**src/rtl/serial_rx_core.sv**
```systemverilog
module serial_rx_core #(
  parameter int DEPTH = 16,
  parameter int OSR   = 16
) (
  input  logic                       clk,
  input  logic                       rst_n,
  input  logic                       tick16,
  input  logic                       rxd,
  input  logic [1:0]                 cfg_len,
  input  logic                       cfg_par_en,
  input  logic                       cfg_par_odd,
  input  logic                       rd_en,
  output logic [7:0]                 rd_data,
  output logic                       rd_perr,
  output logic                       rd_ferr,
  output logic                       rd_brk,
  output logic                       fifo_empty,
  output logic                       fifo_full,
  output logic [$clog2(DEPTH):0]     fifo_count,
  output logic                       overrun
);
  localparam int AW = $clog2(DEPTH);
  localparam int TW = $clog2(OSR);
  localparam logic [TW-1:0] T_HALF = TW'(OSR / 2 - 1);
  localparam logic [TW-1:0] T_FULL = TW'(OSR - 1);
  localparam logic [AW:0]   C_FULL = (AW + 1)'(DEPTH);

  typedef enum logic [2:0] {S_IDLE, S_START, S_DATA, S_PAR, S_STOP, S_BRK} st_t;

  st_t           st;
  logic [1:0]    rx_sync;
  logic          rx_s;
  logic [TW-1:0] tcnt;
  logic [2:0]    bidx;
  logic [7:0]    shreg;
  logic          par_acc, zero_acc, perr_r;
  logic          push_v;
  logic [10:0]   push_e;
  logic [10:0]   mem [DEPTH];
  logic [AW-1:0] wptr, rptr;
  logic          do_push, do_pop;

  wire [2:0] last_idx = 3'd4 + {1'b0, cfg_len};
  wire       brk_now  = zero_acc & ~rx_s;
  assign rx_s = rx_sync[1];

  always_ff @(posedge clk) begin
    if (!rst_n) begin
      rx_sync  <= 2'b11;
      st       <= S_IDLE;
      tcnt     <= '0;
      bidx     <= '0;
      shreg    <= '0;
      par_acc  <= 1'b0;
      zero_acc <= 1'b0;
      perr_r   <= 1'b0;
      push_v   <= 1'b0;
      push_e   <= '0;
    end else begin
      rx_sync <= {rx_sync[0], rxd};
      push_v  <= 1'b0;
      if (tick16) begin
        case (st)
          S_IDLE: if (!rx_s) begin
            st   <= S_START;
            tcnt <= '0;
          end
          S_START: if (tcnt == T_HALF) begin
            tcnt <= '0;
            if (!rx_s) begin
              st       <= S_DATA;
              bidx     <= '0;
              shreg    <= '0;
              par_acc  <= 1'b0;
              zero_acc <= 1'b1;
              perr_r   <= 1'b0;
            end else begin
              st <= S_IDLE;
            end
          end else begin
            tcnt <= tcnt + 1'b1;
          end
          S_DATA: if (tcnt == T_FULL) begin
            tcnt        <= '0;
            shreg[bidx] <= rx_s;
            par_acc     <= par_acc ^ rx_s;
            zero_acc    <= zero_acc & ~rx_s;
            if (bidx == last_idx) st <= cfg_par_en ? S_PAR : S_STOP;
            else                  bidx <= bidx + 1'b1;
          end else begin
            tcnt <= tcnt + 1'b1;
          end
          S_PAR: if (tcnt == T_FULL) begin
            tcnt     <= '0;
            zero_acc <= zero_acc & ~rx_s;
            perr_r   <= (par_acc ^ rx_s) != cfg_par_odd;
            st       <= S_STOP;
          end else begin
            tcnt <= tcnt + 1'b1;
          end
          S_STOP: if (tcnt == T_FULL) begin
            tcnt   <= '0;
            push_v <= 1'b1;
            push_e <= {brk_now, ~rx_s, perr_r & ~brk_now, shreg};
            st     <= brk_now ? S_BRK : S_IDLE;
          end else begin
            tcnt <= tcnt + 1'b1;
          end
          S_BRK: if (rx_s) st <= S_IDLE;
          default: st <= S_IDLE;
        endcase
      end
    end
  end

  assign fifo_empty = (fifo_count == '0);
  assign fifo_full  = (fifo_count == C_FULL);
  assign do_push    = push_v & ~fifo_full;
  assign do_pop     = rd_en & ~fifo_empty;
  assign {rd_brk, rd_ferr, rd_perr, rd_data} = mem[rptr];

  always_ff @(posedge clk) begin
    if (do_push) mem[wptr] <= push_e;
  end

  always_ff @(posedge clk) begin
    if (!rst_n) begin
      wptr       <= '0;
      rptr       <= '0;
      fifo_count <= '0;
      overrun    <= 1'b0;
    end else begin
      if (do_push) wptr <= wptr + 1'b1;
      if (do_pop)  rptr <= rptr + 1'b1;
      case ({do_push, do_pop})
        2'b10:   fifo_count <= fifo_count + 1'b1;
        2'b01:   fifo_count <= fifo_count - 1'b1;
        default: fifo_count <= fifo_count;
      endcase
      if (push_v && fifo_full) overrun <= 1'b1;
      else if (do_pop)         overrun <= 1'b0;
    end
  end
endmodule

```
**config.mk**
```make
export PLATFORM = sky130hd
export DESIGN_NAME = serial_rx_core
export DESIGN_NICKNAME = d
export VERILOG_FILES = /design/src/rtl/serial_rx_core.sv
export SDC_FILE = /design/constraint.sdc
export NUM_CORES = 1
export LEC_CHECK = 0
export ABC_AREA = 1
export CORE_UTILIZATION = 30
export DETAILED_ROUTE_END_ITERATION = 7
export GPL_TIMING_DRIVEN = 0
export SYNTH_ARGS = -nofsm -noshare
export SYNTH_HDL_FRONTEND = slang
export SYNTH_SLANG_ARGS = --single-unit
```
**constraint.sdc**
```tcl
create_clock -name clk -period 1.9 [get_ports clk]
set_clock_uncertainty 0.15 [all_clocks]
set_input_delay 0.38 -clock clk [delete_from_list [all_inputs] [get_ports clk]]
set_output_delay 0.38 -clock clk [all_outputs]
set_load 0.1 [all_outputs]
```
==> results of run 1 <==
-- placed cells by master, fill, tap and decap left out, types with 7 or more instances in the layout --
cell	Yosys	final
o221ai_1	23	20
edfxtp_1	176	176
clkbuf_16	0	26
dfxtp_1	53	45
nor2_1	171	140
nand3_1	63	61
buf_12	0	32
buf_2	11	7
buf_6	5	15
buf_4	4	26
ha_1	11	7
nor2_4	2	24
o21ai_0	109	85
clkbuf_1	29	17
nor2_2	1	10
inv_2	6	10
clkdlybuf4s50_1	0	8
nand2_2	4	12
o21ai_1	1	13
clkbuf_4	0	10
o211ai_1	21	21
nand2_4	2	16
a21oi_1	28	27
nand2_1	95	72
inv_1	54	44
o21ai_2	0	12
-- metal layers --
layer  track usage  up-vias  wire, um
met4        0.0598        0       948
li1              -     3416         -
met5             0        -         0
met2         0.266      291     12500
met1         0.218     3492     11300
met3        0.0275       63      2150
-- flip-flops by register name, summed over array words and instances (netlist names), 2 cells and up, named ones only --
name / count
bidx: 3
fifo_count: 5
shreg: 8
tcnt: 4
wptr: 4
mem: 176
rptr: 4
st: 3
push_e: 11
rx_sync: 2
-- layout make-up --
class,count,share of cell area
Clock buffer,38,0.0553
Buffer,45,0.0315
Tap cell,402,0.0395
Multi-Input combinational cell,570,0.266
Sequential cell,229,0.500
Inverter,61,0.0203
Clock inverter,8,0.00796
Timing Repair Buffer,74,0.0792
-- worst min path at each step --
stage / endpoint / slack (ps) / cells past startpoint
floorplan: rx_sync[1]$_SDFF_PN1_ / 240 / 1
global placement: rx_sync[1]$_SDFF_PN1_ / 250 / 1
detailed placement: rx_sync[1]$_SDFF_PN1_ / 250 / 1
CTS: rx_sync[0]$_SDFF_PN1_ / 260 / 2
global route: rx_sync[1]$_SDFF_PN1_ / 280 / 1
finish: rx_sync[1]$_SDFF_PN1_ / 260 / 1
-- repair_timing --
action,CTS,global route
cloned,3,1
hold buffers,0,0
endpoints found under the hold margin,0,0
buffers inserted,33,13
resized for setup,249,64
endpoints found under the setup margin,199,196
pin swaps,53,45
-- power groups by stage --
stage | clock network, mW | registers (mW) | logic, mW
finish | 4.77 | 5.62 | 7.76
global route | 5.06 | 5.64 | 8.25
CTS | 4.84 | 5.59 | 7.34
detailed placement | 0 | 5.68 | 6.01
global placement | 0 | 5.68 | 5.98
floorplan | 0 | 5.95 | 4.19
-- logic make-up after synthesis --
| kind of cell | count (synthesis) | share of synthesized area |
|---|---|---|
| DFF | 229 | 0.653 |
| and+or+nand+nor | 352 | 0.156 |
| AOI/OAI and AO/OA | 198 | 0.119 |
| adders and majority gates | 11 | 0.0142 |
| buffers and inverters | 110 | 0.0496 |
| xor gates and xnor gates | 9 | 0.00812 |
==> reports/metrics.yaml, run 1 <==
worst_setup_path:
  regToRegSetupSlack_ps: -150
  r2r_end: "fifo_count[4]$_SDFFE_PN0P_"
  cp.arrival_ps: 2240
  startpoint_type: "flop"
  cp_cell_sequence: "clkinv_8 -> buf_4 -> o21ai_0 -> o22ai_1 -> o211ai_1 -> nand2_4 -> buf_12"
  path_buf_inv: 3
  critPathRequiredTime_ps: 1370
  path_class: "flop to primary output"
  worst_path_max_delay_cell: "dfxtp_4"
  r2r-start: "fifo_count[0]$_SDFFE_PN0P_"
  reg2regPathDepth: 14
  worstSetupEndpointType: "primary output"
  cp_max_fo: 10
  endpoint: "rd_data[7]"
  cp_top_family: "compound AO/OA/AOI/OAI gates"
  cp.depth: 7
  cp_slowest_stage_delay_ps: 450
logic_synthesis:
  synth_fp_nets: 929
  avgSynthCellArea_sq_um: 10.7
  synth_cell_type_count: 37
  netlist_instances: 909
  synthTopCellsByArea: "edfxtp_1 (54%), dfxtp_1 (11%), nor2_1 (6.6%)"
  synth_seq_cells: 229
  yosysSeqAreaShare: 0.653
  ys_top_cells_by_count: "edfxtp_1 (176), nor2_1 (171), o21ai_0 (109)"
  ys.flop_type: "edfxtp_1"
  async_flop_share: 0
  yosysTopAreaCell: "edfxtp_1"
  synth_top_area_frac: 0.544
  synth.most_common_cell: "edfxtp_1"
  netlist_area_sq_um: 9710
  ys.warnings.count: 0
  synth-edff-count: 176
pwr:
  power-per-cell-area_nw_per_um2: 1430
  comb_power_share: 0.427
  clkPwrFrac: 0.263
  power_mw: 18.2
  switching_power_mw: 7.01
  power.leakage_nw: 4.34
  sw_frac_of_total: 0.386
  share_seq_of_total_power: 0.310
  ir_drop_uv: 1140
  p_int_mw: 11.1
final_layout:
  diodes: 0
  regArea_sq_um: 6370
  final_cell_area_sq_um: 12700
  fin_util: 0.402
  finalNonFillerCells: 1427
  area_growth_pct: 31.1
  fill_cells: 2967
  multi_input_area_sq_um: 3390
  drive_gt1_frac: 0.256
  nNetsFinal: 1026
clock_tree:
  cts_made_buffers: 25
  cts_buffer_depth: 3
  path_clk_slew_ps: 60
  clkSinkCount: 229
  clock_latency_ps: 530
  htreeDepth: 1
  cts_tree: "done"
  root_buffer: "clkbuf_16"
route:
  viasPerCell: 5.09
  num_vias: 7262
  drt_iter0_markers: 782
  drtPass1Iterations: 5
  final_antenna_net_count: 0
  wl_per_cell_um: 18.8
  drc: 0
  drt-total-wl_um: 26900
global_routing:
  grt_max_degree: 18
  grtUsageTotal: 0.163
  grt_pass1_wl_um: 41000
  antenna_found_initial: 0
  grt_pass1_vias: 6874
  grt_overflow: 0
timing:
  holdWs_ps: 263
  fmax_mhz: 362
  period_needed_ps: 2770
  max_slew_margin: 0.413
  final_hold_viol_count: 0
  fin_ws_ps: -866
  setup_violations: 148
  tns_ps: -14190
  post-route-period-util: 1.46
  maxSlewViolCount: 0
  worst_slew_pin_slew_ps: 880
  rsz0062_at_grt: "yes"
floorplan:
  die_w_um: 182
  ioPinCount: 28
  core.rowCount: 65
  dieArea_sq_um: 33100
  initial_core_util: 0.306
  die_y_um: 182
  design.core.area_sq_um: 31700
place:
  pre_cts_slack_ps: -1640
  placedCellCount: 1338
  hpwlAfterDp_um: 16500
  io_buffers: 27
  gp_congestion: 0.876
  dpl_cell_area_sq_um: 10800
run_status:
  status: "finished, violations left"
  violations: "setup timing"
min_path:
  hold_path_class: "flop to flop"
  hold_path_startpoint: "rx_sync[0]$_SDFF_PN1_"
run:
  maxCapViolCount: 0
(Power assumes the default switching activity.)
==> inputs of run 2 (changes only) <==
Settings changed: GPL_ROUTABILITY_DRIVEN set to 1.
==> results of run 2 <==
Final layout, timing and power as in run 1 (identical DEF).
